$ cat config.mk
export PLATFORM = sky130hd
export DESIGN_NAME = wdog_supervisor
export DESIGN_NICKNAME = d
export VERILOG_FILES = /design/src/rtl/wdg_pkg.sv /design/src/rtl/wdg_prescaler.sv /design/src/rtl/wdg_interval.sv /design/src/rtl/wdg_period_map.sv /design/src/rtl/wdog_supervisor.sv
export SDC_FILE = /design/constraint.sdc
export NUM_CORES = 1
export LEC_CHECK = 0
export ABC_AREA = 1
export BUFFER_PORTS_ARGS = -buffer_cell sky130_fd_sc_hd__buf_2
export CORE_MARGIN = 1
export CORE_UTILIZATION = 40
export CTS_CLUSTER_DIAMETER = 100
export DETAILED_ROUTE_END_ITERATION = 12
export HOLD_SLACK_MARGIN = 0.02
export PLACE_DENSITY = 0.62
export RECOVER_POWER = 100
export SETUP_SLACK_MARGIN = 0.2
export SLEW_MARGIN = 30
export SYNTH_ARGS = -nofsm -noshare
export SYNTH_HDL_FRONTEND = slang
export SYNTH_SLANG_ARGS = --single-unit
$ cat constraint.sdc
create_clock -name clk -period 4.7 [get_ports clk]
set_clock_uncertainty 0.1 [all_clocks]
set_input_delay 0.47 -clock clk [delete_from_list [all_inputs] [get_ports clk]]
set_output_delay 0.47 -clock clk [all_outputs]
set_load 0.005 [all_outputs]
$ cat src/rtl/wdg_pkg.sv
`timescale 1ns/1ps
package wdg_pkg;

    typedef enum logic [2:0] {
        ST_PWRUP    = 3'd0,
        ST_BROWNOUT = 3'd1,
        ST_WATCH    = 3'd2,
        ST_PARKED   = 3'd3,
        ST_BITE     = 3'd4
    } wdg_state_t;

    localparam logic [1:0] SEL_LONG  = 2'b00;
    localparam logic [1:0] SEL_MID   = 2'b01;
    localparam logic [1:0] SEL_SHORT = 2'b10;
    localparam logic [1:0] SEL_OFF   = 2'b11;

    function automatic int max_of(input int a, input int b);
        return (a > b) ? a : b;
    endfunction

endpackage

$ cat src/rtl/wdg_prescaler.sv
`timescale 1ns/1ps
module wdg_prescaler #(
    parameter int TICK_CYCLES = 50000
) (
    input  logic clk,
    input  logic rst_n,
    input  logic clr,
    output logic tick
);
    localparam int PW = (TICK_CYCLES > 1) ? $clog2(TICK_CYCLES) : 1;
    localparam logic [PW-1:0] LAST = PW'(TICK_CYCLES - 1);

    logic [PW-1:0] pre_q;

    always_ff @(posedge clk or negedge rst_n) begin
        if (!rst_n) begin
            pre_q <= '0;
        end else if (clr || pre_q == LAST) begin
            pre_q <= '0;
        end else begin
            pre_q <= pre_q + 1'b1;
        end
    end

    assign tick = (pre_q == LAST);

    // the phase counter never leaves its range
    a_r3_pre_in_range: assert property (@(posedge clk) disable iff (!rst_n)
        pre_q <= LAST);

endmodule

$ cat src/rtl/wdg_interval.sv
`timescale 1ns/1ps
module wdg_interval #(
    parameter int CW = 11
) (
    input  logic          clk,
    input  logic          rst_n,
    input  logic          clr,
    input  logic          tick,
    input  logic [CW-1:0] limit,
    output logic          done
);
    logic [CW-1:0] cnt_q;

    always_ff @(posedge clk or negedge rst_n) begin
        if (!rst_n) begin
            cnt_q <= '0;
        end else if (clr) begin
            cnt_q <= '0;
        end else if (tick) begin
            cnt_q <= cnt_q + 1'b1;
        end
    end

    assign done = tick && (cnt_q == limit - 1'b1);

    // the count stays below the limit chosen by the controller
    a_r5_cnt_below_limit: assert property (@(posedge clk) disable iff (!rst_n)
        cnt_q < limit);

endmodule

$ cat src/rtl/wdg_period_map.sv
`timescale 1ns/1ps
module wdg_period_map
    import wdg_pkg::*;
#(
    parameter int CW          = 11,
    parameter int LONG_TICKS  = 1400,
    parameter int MID_TICKS   = 600,
    parameter int SHORT_TICKS = 200
) (
    input  logic [1:0]    sel,
    output logic [CW-1:0] limit,
    output logic          off
);
    always_comb begin
        limit = CW'(1);
        off   = 1'b0;
        unique case (sel)
            SEL_LONG:  limit = CW'(LONG_TICKS);
            SEL_MID:   limit = CW'(MID_TICKS);
            SEL_SHORT: limit = CW'(SHORT_TICKS);
            SEL_OFF:   off   = 1'b1;
        endcase
    end

endmodule

$ cat src/rtl/wdog_supervisor.sv
`timescale 1ns/1ps
module wdog_supervisor
    import wdg_pkg::*;
#(
    parameter int TICK_CYCLES = 50000,
    parameter int HOLD_TICKS  = 200,
    parameter int LONG_TICKS  = 1400,
    parameter int MID_TICKS   = 600,
    parameter int SHORT_TICKS = 200
) (
    input  logic       clk,
    input  logic       por_n,
    input  logic       low_supply,
    input  logic       bus_start,
    input  logic [1:0] period_sel,
    output logic       rst_out_n,
    output logic       rst_out
);
    localparam int MAXT = max_of(max_of(HOLD_TICKS, LONG_TICKS), max_of(MID_TICKS, SHORT_TICKS));
    localparam int CW   = $clog2(MAXT + 1);

    wdg_state_t    state_q, state_d;
    logic [1:0]    sel_q;
    logic          sel_change;
    logic          restart;
    logic          tick;
    logic          ivl_done;
    logic [CW-1:0] per_limit;
    logic          per_off;
    logic [CW-1:0] ivl_limit;
    logic          reset_state;

    assign sel_change = (period_sel != sel_q);

    wdg_prescaler #(.TICK_CYCLES(TICK_CYCLES)) u_pre (
        .clk   (clk),
        .rst_n (por_n),
        .clr   (restart),
        .tick  (tick)
    );

    wdg_period_map #(
        .CW          (CW),
        .LONG_TICKS  (LONG_TICKS),
        .MID_TICKS   (MID_TICKS),
        .SHORT_TICKS (SHORT_TICKS)
    ) u_map (
        .sel   (sel_q),
        .limit (per_limit),
        .off   (per_off)
    );

    assign ivl_limit = (state_q == ST_PWRUP || state_q == ST_BITE) ? CW'(HOLD_TICKS) : per_limit;

    wdg_interval #(.CW(CW)) u_ivl (
        .clk   (clk),
        .rst_n (por_n),
        .clr   (restart),
        .tick  (tick),
        .limit (ivl_limit),
        .done  (ivl_done)
    );

    // state register and configuration capture
    always_ff @(posedge clk or negedge por_n) begin
        if (!por_n) begin
            state_q <= ST_PWRUP;
            sel_q   <= SEL_OFF;
        end else begin
            state_q <= state_d;
            sel_q   <= period_sel;
        end
    end

    // next state and restart of the timing chain
    always_comb begin
        state_d = state_q;
        restart = 1'b0;
        if (low_supply) begin
            state_d = ST_BROWNOUT;
            restart = 1'b1;
        end else begin
            unique case (state_q)
                ST_PWRUP: begin
                    if (ivl_done) begin
                        state_d = (period_sel == SEL_OFF) ? ST_PARKED : ST_WATCH;
                        restart = 1'b1;
                    end
                end
                ST_BROWNOUT: begin
                    state_d = ST_PWRUP;
                    restart = 1'b1;
                end
                ST_WATCH: begin
                    if (sel_change && period_sel == SEL_OFF) begin
                        state_d = ST_PARKED;
                        restart = 1'b1;
                    end else if (bus_start || sel_change) begin
                        restart = 1'b1;
                    end else if (ivl_done && !per_off) begin
                        state_d = ST_BITE;
                        restart = 1'b1;
                    end
                end
                ST_PARKED: begin
                    restart = 1'b1;
                    if (sel_change && period_sel != SEL_OFF) begin
                        state_d = ST_WATCH;
                    end
                end
                ST_BITE: begin
                    if (ivl_done) begin
                        state_d = (period_sel == SEL_OFF) ? ST_PARKED : ST_WATCH;
                        restart = 1'b1;
                    end
                end
                default: begin
                    state_d = ST_PWRUP;
                    restart = 1'b1;
                end
            endcase
        end
    end

    // outputs
    always_comb begin
        unique case (state_q)
            ST_PWRUP, ST_BROWNOUT, ST_BITE: reset_state = 1'b1;
            ST_WATCH, ST_PARKED:            reset_state = 1'b0;
            default:                        reset_state = 1'b1;
        endcase
        rst_out   = reset_state | low_supply | ~por_n;
        rst_out_n = ~rst_out;
    end

    // the hold interval is not cut short
    a_r1_hold_kept: assert property (@(posedge clk) disable iff (!por_n)
        (state_q == ST_PWRUP && !low_supply && !ivl_done) |=> state_q == ST_PWRUP);

    // a timeout reset is only ever entered from watching
    a_r3_bite_from_watch: assert property (@(posedge clk) disable iff (!por_n)
        (state_q == ST_BITE && $past(state_q) != ST_BITE) |-> $past(state_q) == ST_WATCH);

    // the off code never leads to a timeout
    a_r4_parked_holds: assert property (@(posedge clk) disable iff (!por_n)
        (state_q == ST_PARKED && !low_supply && period_sel == SEL_OFF) |=> state_q == ST_PARKED);

    // a start pulse keeps the controller watching
    a_r6_start_keeps_watch: assert property (@(posedge clk) disable iff (!por_n)
        (state_q == ST_WATCH && bus_start && !low_supply && !sel_change) |=> state_q == ST_WATCH);

    // low supply always lands in the brownout state
    a_r7_brownout_entry: assert property (@(posedge clk) disable iff (!por_n)
        low_supply |=> state_q == ST_BROWNOUT);

    // start pulses cannot shorten a timeout reset
    a_r9_bite_ignores_start: assert property (@(posedge clk) disable iff (!por_n)
        (state_q == ST_BITE && !low_supply && !ivl_done) |=> state_q == ST_BITE);

endmodule

==> qor.txt, run 1 <==
Die H - 74.2 um
TritonCTS Buffers - 5
Largest stage delay, worst path - 600 ps
routed vias - 1,794
Die W - 74.2 um
failing checks - capacitance limit, slew limit
Tightest Pin Transition - 1770 ps
Total Neg Setup Slack - 0 ps
gp weighted congestion - 0.837
Synth-to-Final Area Change - 8.88%
Finished Layout Cells - 382
CP top delay family - simple AND/OR/NAND/NOR gates
ANT cells - 0
Worst-Skew Late Latency - 290 ps
Hold Crit Class - in -> reg
# setup viols final - 0
first-pass GRT wire length - 7280 um
# IOs - 8
initial antenna violation count - 0
Seq/Total Area, Yosys - 0.385
post-CTS setup buffers - 0
worst path required time - 4750 ps
core region area - 4880 sq um
Max Transition Viols Final - 34
hold buffers post-CTS - 0
H-tree Lvls - 2
vias in the first global route - 1,666
peak supply drop - 0.157 mV
Final ANT Viol Nets - 0
share of cells above drive strength 1 - 0.0508
clk sinks - 32
Max clock buf depth - 2
Starting Density - 0.427
CP dominant cell by count - nand2_1
worst endpoint data arrival time - 2860 ps
Cells after Synth - 304
DRT Pass-1 Iters - 5
Place WS - 2050 ps
routed len/inst - 11.1 um
leakage - 1.05 nW
Hold Violations, Final - 0
largest net degree at the start of global routing - 34
maximum clock rate - 355 MHz
1st-iter DRT viols - 91
Max Cap Viol - 1
Yosys reg bits - 32
status - finished with violations
largest cells by area after synthesis - dfrtp_1 (36%), nand2_1 (15%), nor2_1 (13%)
Final period util - 0.599
post-synthesis area per instance - 6.86 sq um
WS Path Type - reg -> reg
Worst setup EP type - flop
HPWL after detailed placement - 3190 um
buffer and inverter count on the worst path - 1
Yosys top cell by area - dfrtp_1
post-synth top area share - 0.360
global route total overflow - 0
critical path, cell by cell - nand2_2, inv_1, nand2_1, ha_1, xor2_1, nand2_1, nor2_1, nand2_1, nor2_1, nand2_1, nand2_1, nand2_1, nand3_1, nor2_1
Synth Warn # - 0
die area - 5500 sq um
RSZ-0062 raised after global routing - false
TritonCTS clock tree - done
total wire length - 4230 um
Root Driver - clkbuf_8
Worst-path clk slew - 70 ps
fill cell count - 531
Slew HR - -0.180
Syn Nets - 313
GRT Total Usage - 0.175
Period minus WS final - 2810 ps
Cell Pwr Density - 360 nW/um^2
unique cell type count in the Yosys netlist - 25
post-placement cell count - 374
DRC - 0
Worst Path Max Fanout - 16
Final #Nets - 323
Startpoint Class - flop
area of the mapped netlist - 2080 sq um
number of core rows - 25
vias per std cell - 4.70
cts repair resizes - 0
final worst-path setup slack - 1890 ps
PortBufs - 7
cell at the slowest stage of the critical path - dfstp_2
## through the flow
stage                util  hold WS (ps)  power, mW  instance area [sq um]
global placement    0.444           352      0.538                   2160
global route        0.465           198      0.872                   2270
finish              0.465           200      0.816                   2270
CTS                 0.469           174      0.838                   2290
detailed placement  0.444           359      0.541                   2160
floorplan               -          74.4      0.513                   2080
## cells in the mapped netlist, drive strengths merged
library cell / n
nand3: 24
and3: 1
nor4: 1
dfstp: 2
buf: 3
inv: 35
clkbuf: 1
nand4: 6
nor3: 4
dfrtp: 30
o21ai: 7
nand3b: 1
o211ai: 1
a31oi: 1
a21boi: 1
a21oi: 2
xor2: 15
nor2: 72
ha: 3
nand2: 89
xnor2: 5
## layer usage
| metal | up-vias | track usage | wire length, um |
|---|---|---|---|
| li1 | 961 | - | - |
| met1 | 795 | 0.230 | 2120 |
| met2 | 31 | 0.276 | 1860 |
| met3 | 7 | 0.0461 | 191 |
| met4 | 0 | 0.0641 | 59 |
| met5 | - | 0 | 0 |
## worst paths after layout
check	depth (start not counted)	to	startpoint	slack [ps]
max	14	u_pre.pre_q[8]	sel_q[1]	1890
min	1	sel_q[0]	period_sel[0]	200
max reg2reg	14	u_pre.pre_q[8]	sel_q[1]	1890
min reg2reg	1	u_pre.pre_q[0]	u_pre.pre_q[0]	370
max in group asynchronous	1	u_ivl.cnt_q[2]	por_n	2930
min in group asynchronous	1	state_q[2]	por_n	550
## sequential cells by signal, summed over array words and instances (netlist names)
register / count
u_pre.pre_q: 16
state_q: 3
u_ivl.cnt_q: 11
sel_q: 2
## cell usage in the layout, fill, tap and decap left out, types with 2 or more instances in the layout
master / n
a21oi_1: 2
buf_2: 2
clkbuf_1: 5
clkbuf_8: 7
dfrtp_1: 30
dfstp_2: 2
ha_1: 3
inv_1: 35
nand2_1: 86
nand2_2: 3
nand3_1: 24
nand4_1: 6
nor2_1: 71
nor3_1: 4
o21ai_0: 6
xnor2_1: 5
xor2_1: 15
## logic make-up after synthesis
kind of cell    share of synthesized area
simple gates                        0.399
buf+inv                            0.0816
flops                               0.385
xor+xnor                           0.0840
compound gates                     0.0318
fa+ha+maj                          0.0180
## where the power goes
group	internal [mW]	switching (mW)	total, mW
logic	0.0606	0.156	0.217
registers	0.294	0.0141	0.308
clock network	0.187	0.105	0.292
total	0.541	0.275	0.816
## area by class of cell
cell class | count | area (sq um) | share of cell area
Tap cell | 67 | 83.8 | 0.0369
Inverter | 35 | 131 | 0.0579
Clock buffer | 7 | 96.3 | 0.0424
Clock inverter | 1 | 30.0 | 0.0132
Multi-Input combinational cell | 233 | 1100 | 0.483
Sequential cell | 32 | 803 | 0.354
Timing Repair Buffer | 7 | 28.8 | 0.0127
(Power assumes the default switching activity.)
==> run 2, diff against run 1 <==
Clock period 4.7 ns to 2.75 ns, I/O delays scaled along.
==> run 2 against run 1 <==
The flow now finishes without violations; clock power rose by 33%; critical path depth did not move; sequential power rose by 70%; setup slack got worse by 1500 ps.
==> qor.txt, run 2 (same netlist as run 1, synthesis figures left out) <==
Worst-Skew Late Latency - 280 ps
fill cell count - 520
vias in the first global route - 1,666
finished layout cell area - 2420 sq um
Largest regs - u_pre.pre_q: 16 flops, u_ivl.cnt_q: 11 flops, state_q: 3 flops
TritonCTS clock tree - done
H-tree Lvls - 2
most common cell after layout, fill and taps aside - nand2_1
Period minus WS final - 2400 ps
final worst-path setup slack - 354 ps
Tightest Pin Transition - 803 ps
Worst-path clk slew - 70 ps
number of core rows - 25
share of cells above drive strength 1 - 0.105
Worst Path Max Fanout - 8
most frequent cells in the layout - nand2_1 (80), nor2_1 (70), inv_1 (34), dfrtp_1 (30), nand3_1 (23)
RSZ-0062 raised after global routing - false
clk sinks - 32
Starting Density - 0.427
core region area - 4880 sq um
# setup viols final - 0
worst endpoint data arrival time - 2470 ps
total wire length - 4470 um
routed len/inst - 11.4 um
1st-iter DRT viols - 84
Total Neg Setup Slack - 0 ps
DRT Pass-1 Iters - 4
Worst setup EP type - flop
TritonCTS Buffers - 5
gp weighted congestion - 0.863
Max Cap Viol - 0
routed vias - 1,846
Slew HR - 0.465
# IOs - 8
first-pass GRT wire length - 7250 um
Reg with most FFs - u_pre.pre_q
status - finished clean
initial antenna violation count - 0
Place WS - 70.5 ps
Final #Nets - 334
Hold Crit Class - in -> reg
Die H - 74.2 um
PortBufs - 7
max reg flops - 16
Max clock buf depth - 2
Final ANT Viol Nets - 0
Root Driver - clkbuf_8
Hold Violations, Final - 0
largest net degree at the start of global routing - 33
worst path required time - 2820 ps
DRC - 0
leakage - 1.10 nW
Synth-to-Final Area Change - 16.0%
DP Area - 2190 sq um
maximum clock rate - 417 MHz
vias per std cell - 4.71
WS Path Type - reg -> reg
die area - 5500 sq um
Startpoint Class - flop
GRT Total Usage - 0.174
Cell Pwr Density - 581 nW/um^2
Final period util - 0.871
peak supply drop - 0.267 mV
HPWL after detailed placement - 3220 um
Final Power - 1.40 mW
Die W - 74.2 um
global route total overflow - 0
Max Transition Viols Final - 0
ANT cells - 0
run 2: cell count changes in the layout (fill, tap and decap cells not counted), sizes merged:
cell / delta
nand2: +1
nand3: +1
dlygate4sd3: +3
clkbuf: +1
buf: +5
bufinv: -1
run 2: power breakdown:
part	total [mW]	switching, mW	leakage (nW)	internal [mW]
Clock	0.388	0.165	0.0503	0.223
Combinational	0.492	0.334	0.613	0.158
Sequential	0.524	0.0226	0.436	0.502
Total	1.40	0.522	1.10	0.882
run 2: worst max-delay path, stage by stage (launching register included):
cell     delay (ps)
dfstp_1         630
nand2_4         100
inv_2            90
nand2_2          80
ha_4            280
xor2_2          160
nand2_1          70
nor2_1           90
nand2_1          70
nor2_2          110
nand2_2          90
nand2_2          90
nand2_4         100
nand3_4         160
nor2_1           60
run 2: worst paths after layout:
check / slack (ps) / startpoint / cells after the start / endpoint
setup / recovery: 350 / sel_q[1] / 14 / u_pre.pre_q[9]
hold / removal: 210 / low_supply / 4 / state_q[1]
setup reg to reg: 350 / sel_q[1] / 14 / u_pre.pre_q[9]
hold reg to reg: 360 / u_pre.pre_q[0] / 1 / u_pre.pre_q[0]
max in group asynchronous: 1390 / por_n / 3 / u_ivl.cnt_q[9]
min in group asynchronous: 650 / por_n / 3 / u_pre.pre_q[8]
run 2: per-stage QoR:
stage	hold WS, ps	util	instances
after floorplan	-121	-	304
after global placement	252	0.448	377
after detailed placement	258	0.448	377
after CTS	200	0.476	387
after global routing	246	0.495	392
final	211	0.495	392
run 2: final cells by class:
| type | count | area (sq um) | share of cell area |
|---|---|---|---|
| multi-input combinational | 235 | 1200 | 0.497 |
| sequential | 32 | 803 | 0.332 |
| inverter | 35 | 131 | 0.0543 |
| timing repair buffer | 16 | 101 | 0.0419 |
| clock buffer | 7 | 96.3 | 0.0399 |
| tap | 67 | 83.8 | 0.0347 |
run 2: routing by layer:
metal	vias to the layer above	global-route usage	part of all wire
met5	-	0	0
met2	23	0.272	0.44
met4	0	0.0577	0.014
met3	5	0.0461	0.031
li1	990	-	-
met1	828	0.234	0.51
run 2: repair_timing:
item / CTS / global route
buffers inserted: 0 / 3
resized for setup: 3 / 13
cloned: 0 / 2
pin swaps: 0 / 5
endpoints found under the hold margin: 32 / 0
hold buffers: 3 / 0
endpoints found under the setup margin: 13 / 30
